File: src/rtl/evt_pkg.sv
package evt_pkg;

    localparam int ADDR_W      = 10;
    localparam int MAX_TIMERS  = 32;
    localparam int MIN_TIMERS  = 3;
    localparam int CFG_BITS    = 2;

    localparam logic [ADDR_W-1:0] A_CAP_LO = 10'h000;
    localparam logic [ADDR_W-1:0] A_CAP_HI = 10'h004;
    localparam logic [ADDR_W-1:0] A_CFG_LO = 10'h010;
    localparam logic [ADDR_W-1:0] A_CFG_HI = 10'h014;
    localparam logic [ADDR_W-1:0] A_CNT_LO = 10'h0F0;
    localparam logic [ADDR_W-1:0] A_CNT_HI = 10'h0F4;

    typedef enum logic [1:0] {
        ST_HALTED  = 2'd0,
        ST_ARM     = 2'd1,
        ST_RUNNING = 2'd2,
        ST_HALT    = 2'd3
    } run_state_e;

    typedef enum logic [2:0] {
        SEL_NONE,
        SEL_CAP_LO,
        SEL_CAP_HI,
        SEL_CFG_LO,
        SEL_CFG_HI,
        SEL_CNT_LO,
        SEL_CNT_HI,
        SEL_TMR
    } reg_sel_e;

    function automatic logic [31:0] cap_low_word(input int nt);
        logic [4:0] cnt_field;
        cnt_field = 5'(nt - 1);
        return {16'h8086, 1'b1, 1'b0, 1'b1, cnt_field, 8'h01};
    endfunction

endpackage

File: src/rtl/evt_run_ctl.sv
module evt_run_ctl
    import evt_pkg::*;
(
    input  logic       clk,
    input  logic       rst_n,
    input  logic       run_bit,
    output run_state_e state_q,
    output logic       counting,
    output logic       arm_pulse,
    output logic       halt_pulse
);

    run_state_e state_d;

    always_ff @(posedge clk or negedge rst_n) begin
        if (!rst_n) state_q <= ST_HALTED;
        else        state_q <= state_d;
    end

    always_comb begin
        state_d = state_q;
        unique case (state_q)
            ST_HALTED:  state_d = run_bit ? ST_ARM : ST_HALTED;
            ST_ARM:     state_d = run_bit ? ST_RUNNING : ST_HALT;
            ST_RUNNING: state_d = run_bit ? ST_RUNNING : ST_HALT;
            ST_HALT:    state_d = run_bit ? ST_ARM : ST_HALTED;
        endcase
    end

    always_comb begin
        counting   = 1'b0;
        arm_pulse  = 1'b0;
        halt_pulse = 1'b0;
        unique case (state_q)
            ST_HALTED:  ;
            ST_ARM:     begin counting = 1'b1; arm_pulse = 1'b1; end
            ST_RUNNING: counting = 1'b1;
            ST_HALT:    halt_pulse = 1'b1;
        endcase
    end

endmodule

File: src/rtl/evt_main_cnt.sv
module evt_main_cnt #(
    parameter int CNT_W = 64
) (
    input  logic             clk,
    input  logic             rst_n,
    input  logic             step,
    input  logic             load_lo,
    input  logic             load_hi,
    input  logic [31:0]      load_val,
    output logic [CNT_W-1:0] value
);

    localparam int HI_W = CNT_W - 32;

    always_ff @(posedge clk or negedge rst_n) begin
        if (!rst_n) begin
            value <= '0;
        end else if (step) begin
            value <= value + CNT_W'(1);
        end else if (load_lo) begin
            value[31:0] <= load_val;
        end else if (load_hi) begin
            value[CNT_W-1:32] <= load_val[HI_W-1:0];
        end
    end

endmodule

File: src/rtl/evt_addr_dec.sv
module evt_addr_dec
    import evt_pkg::*;
#(
    parameter int NT = 3
) (
    input  logic [ADDR_W-1:0] addr,
    output reg_sel_e          sel,
    output logic [4:0]        tidx,
    output logic [2:0]        woff,
    output logic              tmr_ok
);

    logic in_tmr_space;
    logic aligned;

    assign aligned      = (addr[1:0] == 2'b00);
    assign in_tmr_space = (addr[ADDR_W-1:8] != '0);
    assign tidx         = addr[9:5] - 5'd8;
    assign woff         = addr[4:2];
    assign tmr_ok       = aligned && in_tmr_space && (int'(tidx) < NT);

    always_comb begin
        sel = SEL_NONE;
        if (aligned) begin
            if (in_tmr_space) begin
                sel = SEL_TMR;
            end else begin
                unique case (addr)
                    A_CAP_LO: sel = SEL_CAP_LO;
                    A_CAP_HI: sel = SEL_CAP_HI;
                    A_CFG_LO: sel = SEL_CFG_LO;
                    A_CFG_HI: sel = SEL_CFG_HI;
                    A_CNT_LO: sel = SEL_CNT_LO;
                    A_CNT_HI: sel = SEL_CNT_HI;
                    default:  sel = SEL_NONE;
                endcase
            end
        end
    end

endmodule

File: src/rtl/evt_regblk.sv
module evt_regblk
    import evt_pkg::*;
#(
    parameter int          NUM_TIMERS = 3,
    parameter logic [31:0] PERIOD_FS  = 32'd10_000_000
) (
    input  logic                  clk,
    input  logic                  rst_n,
    input  logic                  tick_en,
    input  logic                  bus_valid,
    input  logic                  bus_write,
    input  logic [ADDR_W-1:0]     bus_addr,
    input  logic [31:0]           bus_wdata,
    output logic [31:0]           bus_rdata,
    output logic [63:0]           cnt_value,
    output logic                  cfg_enable,
    output logic                  cfg_legacy,
    output logic                  arm_all,
    output logic                  halt_all,
    output logic [MAX_TIMERS-1:0] tmr_wr_stb,
    output logic [4:0]            tmr_idx,
    output logic [2:0]            tmr_off,
    input  logic [31:0]           tmr_rdata
);

    localparam int NT_EFF = (NUM_TIMERS < MIN_TIMERS) ? MIN_TIMERS :
                            (NUM_TIMERS > MAX_TIMERS) ? MAX_TIMERS : NUM_TIMERS;
    localparam logic [31:0] CFG_MASK = 32'((1 << CFG_BITS) - 1);
    localparam logic [31:0] CAP_LO   = cap_low_word(NT_EFF);

    reg_sel_e      sel;
    logic          tmr_ok;
    logic          wr_acc;
    logic          rd_acc;
    logic [31:0]   cfg_q;
    run_state_e    state_q;
    logic          counting;
    logic          frozen;
    logic          tmr_wr;

    assign wr_acc = bus_valid && bus_write;
    assign rd_acc = bus_valid && !bus_write;

    evt_addr_dec #(.NT(NT_EFF)) u_dec (
        .addr   (bus_addr),
        .sel    (sel),
        .tidx   (tmr_idx),
        .woff   (tmr_off),
        .tmr_ok (tmr_ok)
    );

    evt_run_ctl u_ctl (
        .clk        (clk),
        .rst_n      (rst_n),
        .run_bit    (cfg_q[0]),
        .state_q    (state_q),
        .counting   (counting),
        .arm_pulse  (arm_all),
        .halt_pulse (halt_all)
    );

    assign frozen = !counting;

    evt_main_cnt #(.CNT_W(64)) u_cnt (
        .clk      (clk),
        .rst_n    (rst_n),
        .step     (counting && tick_en),
        .load_lo  (frozen && wr_acc && sel == SEL_CNT_LO),
        .load_hi  (frozen && wr_acc && sel == SEL_CNT_HI),
        .load_val (bus_wdata),
        .value    (cnt_value)
    );

    always_ff @(posedge clk or negedge rst_n) begin
        if (!rst_n) begin
            cfg_q <= '0;
        end else if (wr_acc && sel == SEL_CFG_LO) begin
            cfg_q <= (cfg_q & ~CFG_MASK) | (bus_wdata & CFG_MASK);
        end
    end

    assign cfg_enable = cfg_q[0];
    assign cfg_legacy = cfg_q[1];

    assign tmr_wr = wr_acc && tmr_ok && (tmr_off != 3'd1) && (tmr_off < 3'd6);

    for (genvar g = 0; g < MAX_TIMERS; g++) begin : g_stb
        if (g < NT_EFF) begin : g_live
            assign tmr_wr_stb[g] = tmr_wr && (tmr_idx == 5'(g));
        end else begin : g_absent
            assign tmr_wr_stb[g] = 1'b0;
        end
    end

    always_ff @(posedge clk or negedge rst_n) begin
        if (!rst_n) begin
            bus_rdata <= '0;
        end else if (rd_acc) begin
            unique case (sel)
                SEL_CAP_LO: bus_rdata <= CAP_LO;
                SEL_CAP_HI: bus_rdata <= PERIOD_FS;
                SEL_CFG_LO: bus_rdata <= cfg_q;
                SEL_CNT_LO: bus_rdata <= cnt_value[31:0];
                SEL_CNT_HI: bus_rdata <= cnt_value[63:32];
                SEL_TMR:    bus_rdata <= tmr_ok ? tmr_rdata : 32'd0;
                SEL_CFG_HI,
                SEL_NONE:   bus_rdata <= 32'd0;
            endcase
        end
    end

endmodule

File: config.mk
export PLATFORM = sky130hd
export DESIGN_NAME = evt_regblk
export DESIGN_NICKNAME = d
export VERILOG_FILES = /design/src/rtl/evt_pkg.sv /design/src/rtl/evt_run_ctl.sv /design/src/rtl/evt_main_cnt.sv /design/src/rtl/evt_addr_dec.sv /design/src/rtl/evt_regblk.sv
export SDC_FILE = /design/constraint.sdc
export NUM_CORES = 1
export LEC_CHECK = 0
export BUFFER_PORTS_ARGS = -buffer_cell sky130_fd_sc_hd__buf_2
export CAP_MARGIN = 20
export CORE_MARGIN = 4
export CORE_UTILIZATION = 34
export CTS_BUF_LIST = sky130_fd_sc_hd__clkbuf_8
export CTS_CLUSTER_SIZE = 8
export DETAILED_ROUTE_END_ITERATION = 16
export GPL_TIMING_DRIVEN = 0
export PLACE_DENSITY = 0.59
export SLEW_MARGIN = 10
export SYNTH_ARGS = -nofsm -noshare
export SYNTH_HDL_FRONTEND = slang
export SYNTH_SLANG_ARGS = --single-unit
File: constraint.sdc
create_clock -name clk -period 2.84 [get_ports clk]
set_input_delay 0.426 -clock clk [delete_from_list [all_inputs] [get_ports clk]]
set_output_delay 0.426 -clock clk [all_outputs]
set_load 0.01 [all_outputs]
# Word-level counts from Yosys, hierarchy flattened

Index checks and enable logic that the tools add are counted.

Flip-flop bits (word level): 130
Input port bits: 79
Output and inout bits: 140
Logic and storage cells: 73

Add/subtract/negate cells: 2
Magnitude comparators: 2
Equality and inequality tests: 19
Mux-type cells: 15
Bitwise logic cells: 1
Reduce and logical (&&, ||, !) cells: 29

Operator list:

| kind                                                 | number |
|---|---|
| case mux 32 bit (7 select lines)                     | 1 |
| 2-to-1 mux 32 bit                                    | 4 |
| adder 64 x 1 -> 64 bit, second input constant        | 1 |
| 2-to-1 mux 64 bit                                    | 1 |
| OR 32 x 2 -> 32 bit                                  | 1 |
| equality test 10 x 5 -> 1 bit, second input constant | 2 |
| equality test 10 x 8 -> 1 bit, second input constant | 2 |
| case mux 3 bit (6 select lines)                      | 1 |
| logical AND 1 bit                                    | 15 |
| equality test 3 bit, second input constant           | 4 |
| equality test 10 x 3 -> 1 bit, second input constant | 1 |
| logical NOT 10 bit                                   | 1 |
| equality test 3 x 2 -> 1 bit, second input constant  | 2 |
| 2-to-1 mux 3 bit                                     | 2 |
| nonzero test 2 bit                                   | 3 |
| OR reduction 2 bit                                   | 3 |
| equality test 5 x 1 -> 1 bit, second input constant  | 1 |
| equality test 5 x 2 -> 1 bit, second input constant  | 1 |
| logical NOT 5 bit                                    | 1 |
| < comparator 5 x 2 -> 1 bit, second input constant   | 1 |
| 2-to-1 mux 1 bit                                     | 5 |
| subtractor 5 x 4 -> 5 bit, second input constant     | 1 |
| equality test 2 bit, second input constant           | 2 |
| logical NOT 2 bit                                    | 2 |
| other kinds (9)                                      | 10 |

# Longest topological paths before layout

Gate-level depths: netlist of the first run.

Depth after elaboration: 9
Depth in mapped cells: 10
Depth with buffers taken out: 7

# Hierarchy

A second synthesis of the first run with hierarchy kept.

Cell total of the unflattened synthesis: 799
Area total of the unflattened synthesis: 6,825.3 um^2

Modules (own cells, without submodules):

| module       | instances | cells each | area an instance (um^2) | sequential area each (um^2) |
|---|---|---|---|---|
| evt_main_cnt | 1         | 504        | 4,214.0                 | 1,601.5 |
| evt_regblk   | 1         | 260        | 2,309.7                 | 850.8 |
| evt_addr_dec | 1         | 28         | 210.2                   | 0.0 |
| evt_run_ctl  | 1         | 7          | 91.3                    | 50.0 |

# Least setup slack after synthesis of the first run

OpenSTA, ideal clock, no wires.

Path type: input to output
From: input bus_addr[6]
To: output tmr_wr_stb[2]
Arrival time: 2.125 ns
Data required time: 2.414 ns
Path slack: 0.289 ns
Stages: 6
Path buffers: 2
Path through: clkbuf_1 a211o_1 nor4b_2 clkbuf_1 nand4_1 nor3b_1

Cells in the longest elaborated chain, start to end: 7
Elaborated cells between the ends (all ways): 8
Those cells by class: 1 x add/sub; 1 x order compare; 1 x eq/ne; 5 x reduce/logical

Ends and longest elaborated chain:

| what                           | line               | source |
|---|---|---|
| from (decl)                    | evt_regblk.sv:12   | `input logic [ADDR_W-1:0] bus_addr,` |
| subtractor 5 x 4 -> 5 bit (*)  | evt_addr_dec.sv:18 | `assign tidx = addr[9:5] - 5'd8;` |
| < comparator 5 x 2 -> 1 bit    | evt_addr_dec.sv:20 | `assign tmr_ok = aligned && in_tmr_space && (int'(tidx) < NT);` |
| logical AND 1 bit              | evt_addr_dec.sv:20 |  |
| logical AND 1 bit (3 in a row) | evt_regblk.sv:85   | `assign tmr_wr = wr_acc && tmr_ok && (tmr_off != 3'd1) && (tmr_off < 3'd6);` |
| logical AND 1 bit (*)          | evt_regblk.sv:89   | `assign tmr_wr_stb[g] = tmr_wr && (tmr_idx == 5'(g));` |
| to (decl)                      | evt_regblk.sv:20   | `output logic [MAX_TIMERS-1:0] tmr_wr_stb,` |

Mark *: on every way between the ends. The rest lies on a longest branch, timed or not.

# Worst setup path in the final report of the first run

From: register u_ctl.state_q[0]
To: register u_cnt.value[61]

Cells in the longest elaborated chain, start to end: 8
Elaborated cells between the ends (all ways): 13
Those cells by class: 3 x eq/ne; 2 x mux; 8 x reduce/logical

Ends and longest elaborated chain:

| what                                                                                  | line                               | source |
|---|---|---|
| from (decl)                                                                           | evt_run_ctl.sv:7                   | `output run_state_e state_q,` |
| from (signal assigned)                                                                | evt_run_ctl.sv:17                  | `else state_q <= state_d;` |
| equality test 2 x 1 -> 1 bit or equality test 2 bit (tied branches)                   | evt_run_ctl.sv:34                  | `unique case (state_q)` |
| OR reduction 2 bit (no source line) (*)                                               | -                                  |  |
| 2-to-1 mux 1 bit (*)                                                                  | evt_run_ctl.sv:34                  |  |
| logical NOT 1 bit                                                                     | evt_regblk.sv:62                   | `assign frozen = !counting;` |
| logical AND 1 bit                                                                     | evt_regblk.sv:68, evt_regblk.sv:69 |  |
| logical AND 1 bit, on equally long branches                                           | evt_regblk.sv:68, evt_regblk.sv:69 |  |
| inequality test 2 x 1 -> 1 bit (no source line) or nonzero test 2 bit (tied branches) | -                                  |  |
| AND reduction 2 bit (no source line)                                                  | -                                  |  |
| to (signal assigned)                                                                  | evt_main_cnt.sv:19                 | `value <= value + CNT_W'(1);` |
| to (signal, indexed assignment)                                                       | evt_main_cnt.sv:23                 | `value[CNT_W-1:32] <= load_val[HI_W-1:0];` |
| to (decl)                                                                             | evt_main_cnt.sv:10                 | `output logic [CNT_W-1:0] value` |

Marked as above.
A chain may end at the register's enable or synchronous reset.

==> impl_metrics.toml, run 1 <==
[status]
status = "finished, final reports clean"

[clock_network]
cts_buffers = 9
clk_pin_slew_ns = 0.10
clock-sinks = 100
cts-root-buf = "clkbuf_8"
cts_tree = "built"
cts_buffer_depth = 2
cts_max_level = 3
clk_latency_ns = 0.39

[global_route]
grt_usage = 0.264
gr-total-overflow = 0
grt_pass1_vias = 6774
grt_max_degree = 60
antenna_found_initial = 0
grt_pass1_wl_mm = 41.7

[synth]
synth_commonest_cells = "dfrtp_1 (100), nand2_1 (75), nor2_1 (71)"
ys_warn_count = 0
synth_top_cell_by_area = "dfrtp_1"
async_reset_ff_frac = 1.00
synthFlopType = "dfrtp_1"
synthTopCellsByArea = "dfrtp_1 (39%), nand2_1 (4.4%), nor2_1 (4.2%)"
yosys.area.top_type_share = 0.393
synth.most_common_cell = "dfrtp_1"
synthCells = 751
ys_types = 63
synth.avg_cell_area_um2 = 8.48
seq_area_frac_synth = 0.393
synth.cell_area_mm2 = 0.00636
synth_edf_count = 0
ys_ff_latch = 100

[pwr]
p_leak_nw = 3.78
p_clk_frac = 0.251
swShare = 0.397
peakVddDrop_mv = 0.255
power_frac_comb = 0.339
p_per_area_mw_per_mm2 = 540
switchingPower_mw = 1.75
total_power_mw = 4.41
pwr-share-seq = 0.410
p_int_mw = 2.66

[critical_path]
cp.buffers_inverters = 3
cp_max_fo = 10
max_stage_delay_ns = 0.59
crit_slowest_cell = "clkbuf_1"
crit_arrival_ns = 3.15
critPathTopFamily = "buffers and inverters"
worstSetupPathType = "register to register"
cpMostUsedCell = "clkbuf_1"
worstPathRequired_ns = 3.16
start_kind = "register"
crit_chain = "ha_1, nor2b_1, clkbuf_1, clkbuf_1, clkbuf_1, o311ai_0, nand3_1"
critPathCaptureType = "register"

[routing]
wl_per_cell_um = 23.2
drt_first_pass_iters = 5
drc_errors = 0
wl_mm = 28.5
ant_nets = 0
vias = 7299
initialDrtViolationCount = 1069
routed_via_density = 5.96

[timing]
relSlewSlack = 0.367
rsz0062_at_grt = "yes"
finalCritPeriodShare = 0.995
slew_violations = 0
finalCriticalPeriod_ns = 2.82
hold_viol_final = 0
worst_pin_slew_ns = 0.949
setup_viol = 0
clock_skew_ns = 0.0103
max_freq_ghz = 0.354

[place]
placed_area_mm2 = 0.00773
io_buffers = 188
gp_congestion = 0.958
hpwl_mm = 21.3

[floorplan]
core_mm2 = 0.0182
dieArea_mm2 = 0.0210
io_pins = 219
row_count = 49
initial_core_util = 0.350
die-height_um = 145
die_x_um = 145

[flow_run]
maxCapViolations = 0

[final_layout]
drive_gt1_frac = 0.291
syn_to_final_growth_pct = 28.4
final-seq-area_mm2 = 0.00250
multi_input_area_mm2 = 0.00355
fillerInstances = 1900
stdcell_area_mm2 = 0.00817
final_nets = 1073

[worst_hold_path]
hold_path.class = "input port to register"
-- sequential cells by signal, summed over array words and instances (netlist names) --
signal	cells
bus_rdata	32
u_ctl.state_q	2
u_cnt.value	64
cfg_q	2
-- logic make-up (layout without fill, tap and decap cells) --
kind of cell	after synthesis	after routing	share of synthesized area
AO/OA/AOI/OAI	206	206	0.230
adder cells (fa/ha/maj)	5	5	0.00983
other	1	31	0.000589
buffers and inverters	98	313	0.0818
AND/OR/NAND/NOR	334	334	0.274
multiplexers	3	3	0.00511
flip-flops	100	100	0.393
XOR/XNOR	4	4	0.00550
-- stage by stage --
step                worst slack (ns)  hold WS (ns)  TNS [ns]  std cells  utilization
global placement              -0.629         0.459    -22.83       1196        0.423
detailed placement            -0.619         0.387    -24.57       1197        0.425
CTS                          0.00838         0.249         0       1214        0.441
finish                        0.0156         0.267         0       1225        0.449
global route                 -0.0935         0.276    -0.563       1223        0.449
floorplan                      0.289         0.130         0        779            -
-- worst paths after layout --
check                      cells past startpoint              end  slack, ns             start
min in group asynchronous                      2    bus_rdata[16]       0.53             rst_n
min reg2reg                                    2     bus_rdata[5]       0.48      bus_rdata[5]
max in group asynchronous                      3  u_cnt.value[43]       1.66             rst_n
max                                            7  u_cnt.value[61]       0.02  u_ctl.state_q[0]
min                                            3  u_cnt.value[26]       0.27     bus_wdata[26]
max reg2reg                                    7  u_cnt.value[61]       0.02  u_ctl.state_q[0]
-- area by class of cell --
class / count / area share
inverter: 9 / 0.00413
buffer: 89 / 0.0623
tap: 229 / 0.0351
clock inverter: 7 / 0.0133
sequential: 100 / 0.306
multi-input combinational: 581 / 0.434
antenna: 2 / 0.000612
timing repair buffer: 199 / 0.129
clock buffer: 9 / 0.0152
-- per-layer routing --
metal,vias up,track usage,share of wire
met4,0,0.115,0.036
met3,65,0.0407,0.093
met5,-,0,0
met2,415,0.412,0.45
met1,3521,0.363,0.42
li1,3298,-,-
-- timing repair --
item / in CTS / in global routing
setup buffers: 0 / 9
pin swaps: 0 / 1
endpoints found under the hold margin: 41 / 0
gates resized for setup: 11 / 23
endpoints found under the setup margin: 42 / 76
hold buffers: 1 / 0
-- placed cells by master, fill, tap and decap left out, types with 6 or more instances in the layout --
cell type  count
a211oi_1      20
a21oi_1       33
a221oi_1      10
a222oi_1      21
a311oi_1      20
and2_1         8
and3_1        25
and4_1        11
buf_2        192
buf_4         44
clkbuf_1      39
clkbuf_2       6
clkbuf_8       9
conb_1        29
dfrtp_1      100
inv_1         12
nand2_1       75
nand3_1       31
nand4_1       24
nor2_1        70
nor3_1        38
nor4_1         8
nor4_4         6
o211ai_1       6
o21ai_0       43
o22ai_1       11
o311ai_0       6
or3_1          9
-- worst register-to-register path: stages, from the launching register on --
cell and delay (ns):
dfrtp_1 0.40, ha_1 0.41, nor2b_1 0.15, clkbuf_1 0.37, clkbuf_1 0.42, clkbuf_1 0.59, o311ai_0 0.27, nand3_1 0.15
-- power by group through the flow --
stage	clock network (mW)	logic, mW	registers [mW]
CTS	1.12	1.42	1.80
global placement	0	1.39	1.83
finish	1.11	1.50	1.81
detailed placement	0	1.40	1.83
floorplan	0	0.764	1.82
global route	1.18	1.62	1.83
Note: power is estimated with default switching activity, not from simulation.
==> inputs of run 2 (changes only) <==
--- a/config.mk
+++ b/config.mk
@@ -8,12 +8,12 @@
 export BUFFER_PORTS_ARGS = -buffer_cell sky130_fd_sc_hd__buf_2
 export CAP_MARGIN = 20
 export CORE_MARGIN = 4
-export CORE_UTILIZATION = 34
+export CORE_UTILIZATION = 49
 export CTS_BUF_LIST = sky130_fd_sc_hd__clkbuf_8
 export CTS_CLUSTER_SIZE = 8
 export DETAILED_ROUTE_END_ITERATION = 16
 export GPL_TIMING_DRIVEN = 0
-export PLACE_DENSITY = 0.59
+export PLACE_DENSITY = 0.79
 export SLEW_MARGIN = 10
 export SYNTH_ARGS = -nofsm -noshare
 export SYNTH_HDL_FRONTEND = slang
==> impl_metrics.toml, run 2 (synthesized netlist as in run 1, its figures left out) <==
[final_layout]
final_common_cell = "buf_2"
largest_reg_flops = 64
stdcell_area_mm2 = 0.00798
largest_register = "u_cnt.value"
final_nets = 1066
final_cell_mix = "buf_2 (192), dfrtp_1 (100), nand2_1 (75)"
layout.cells.non_filler = 1158
drive_gt1_frac = 0.288
fillerInstances = 1152
largest_registers = "u_cnt.value x64, bus_rdata x32"
antenna_cells = 0
syn_to_final_growth_pct = 25.4

[clock_network]
cts-root-buf = "clkbuf_8"
cts_buffers = 9
clk_pin_slew_ns = 0.10
cts_buffer_depth = 2
clock-sinks = 100
cts_tree = "built"
clk_latency_ns = 0.39
cts_max_level = 3

[global_route]
grt_usage = 0.343
grt_max_degree = 70
antenna_found_initial = 0
grt_pass1_vias = 6747
grt_pass1_wl_mm = 38.9
gr-total-overflow = 0

[routing]
routed_via_density = 6.45
wl_per_cell_um = 22.6
wl_mm = 26.2
drc_errors = 0
drt_first_pass_iters = 8
ant_nets = 0
initialDrtViolationCount = 1065
vias = 7464

[critical_path]
worstPathRequired_ns = 3.13
cp_max_fo = 10
critPathCaptureType = "register"
r2r-start = "u_ctl.state_q[0]"
crit_arrival_ns = 3.13
start_kind = "register"
worstSetupPathType = "register to register"
timing.rr.end = "u_cnt.value[27]"
reg2regPathDepth = 8
regToRegSetupSlack_ns = -0.0009

[place]
numPlacedInstances = 1140
io_buffers = 188
hpwl_mm = 19.4
gp_congestion = 1.00
place_worst_setup_slack_ns = -0.580
placed_area_mm2 = 0.00766

[worst_hold_path]
hold_depth = 3
hp-start = "bus_wdata[29]"
min_to = "u_cnt.value[61]"
hold_path.class = "input port to register"

[floorplan]
dieArea_mm2 = 0.0149
initial_core_util = 0.502
row_count = 41
core_mm2 = 0.0127
die-height_um = 122
io_pins = 219
die_x_um = 122

[timing]
max_freq_ghz = 0.352
finalCriticalPeriod_ns = 2.84
relSlewSlack = 0.335
setup_viol = 1
finalCritPeriodShare = 1.00
slew_violations = 0
clock_skew_ns = 0.00841
rsz0062_at_grt = "yes"
whs_ns = 0.262
setup_slack_ns = -0.000932
worst_pin_slew_ns = 0.988
hold_viol_final = 0

[status]
violations = "negative setup slack"
status = "complete, but fails checks"

[pwr]
p_per_area_mw_per_mm2 = 520
p_leak_nw = 3.71
total_power_mw = 4.15
peakVddDrop_mv = 0.381

[flow_run]
maxCapViolations = 0
-- run 2: cell count changes in the layout (fill, tap and decap cells not counted), sizes merged --
cell      delta
bufinv       -3
clkinvlp     +2
buf          -6
diode        -2
inv          -2
clkbuf       +1
-- run 2: area by class of cell --
cell class	count	area, µm²	area share
multi-input cells	581	3540	0.444
flip-flops and latches	100	2500	0.314
repair buffers	194	1010	0.127
plain buffers	87	495	0.0621
well taps	172	215	0.0270
clock buffers	11	151	0.0190
inverters	9	33.8	0.00423
clock inverters	4	26.3	0.00329
-- run 2: per-stage QoR --
step / setup TNS [ns] / util
final: -0.000932 / 0.630
after global routing: -0.113 / 0.630
after CTS: -0.0175 / 0.624
after detailed placement: -19.92 / 0.605
after global placement: -18.44 / 0.602
after floorplan: 0 / -
-- run 2: routing by layer --
| layer | share of wire | track usage | vias up | wire (µm) |
|---|---|---|---|---|
| li1 | - | - | 3279 | - |
| met1 | 0.39 | 0.467 | 3545 | 10200 |
| met2 | 0.45 | 0.521 | 559 | 11700 |
| met3 | 0.12 | 0.0752 | 81 | 3230 |
| met4 | 0.040 | 0.166 | 0 | 1060 |
| met5 | 0 | 0 | - | 0 |
-- run 2: worst max-delay path, cell delays in order, from the launching register on --
cell      delay [ns]
dfrtp_1         0.39
ha_1            0.40
nor2b_1         0.14
clkbuf_1        0.35
nand4_1         0.21
clkbuf_1        0.36
nor4_2          0.58
a31o_2          0.24
nand3_1         0.05
-- run 2: power breakdown --
group / internal, mW / switching, mW / leakage [nW]
logic: 0.499 / 0.955 / 2.33
clock network: 0.359 / 0.532 / 0.0849
registers: 1.57 / 0.234 / 1.29
-- run 2: how the worst max path moves through the flow --
stage	start	end	slack, ns	cells past startpoint
after global placement	bus_addr[6]	tmr_wr_stb[1]	-0.56	8
after global routing	u_ctl.state_q[0]	u_cnt.value[51]	-0.04	8
after floorplan	bus_addr[6]	tmr_wr_stb[2]	0.29	6
after detailed placement	bus_addr[6]	tmr_wr_stb[1]	-0.58	8
after CTS	bus_addr[6]	tmr_wr_stb[1]	-0.02	8
final	u_ctl.state_q[0]	u_cnt.value[27]	-0.0009	8
-- run 2: what timing repair did --
action                                  4_1_cts  5_1_grt
endpoints found under the setup margin       28       66
setup buffers                                 0        4
endpoints found under the hold margin        31        0
resized for setup                            10       19
pin swaps                                     0        1
hold buffers                                  1        0
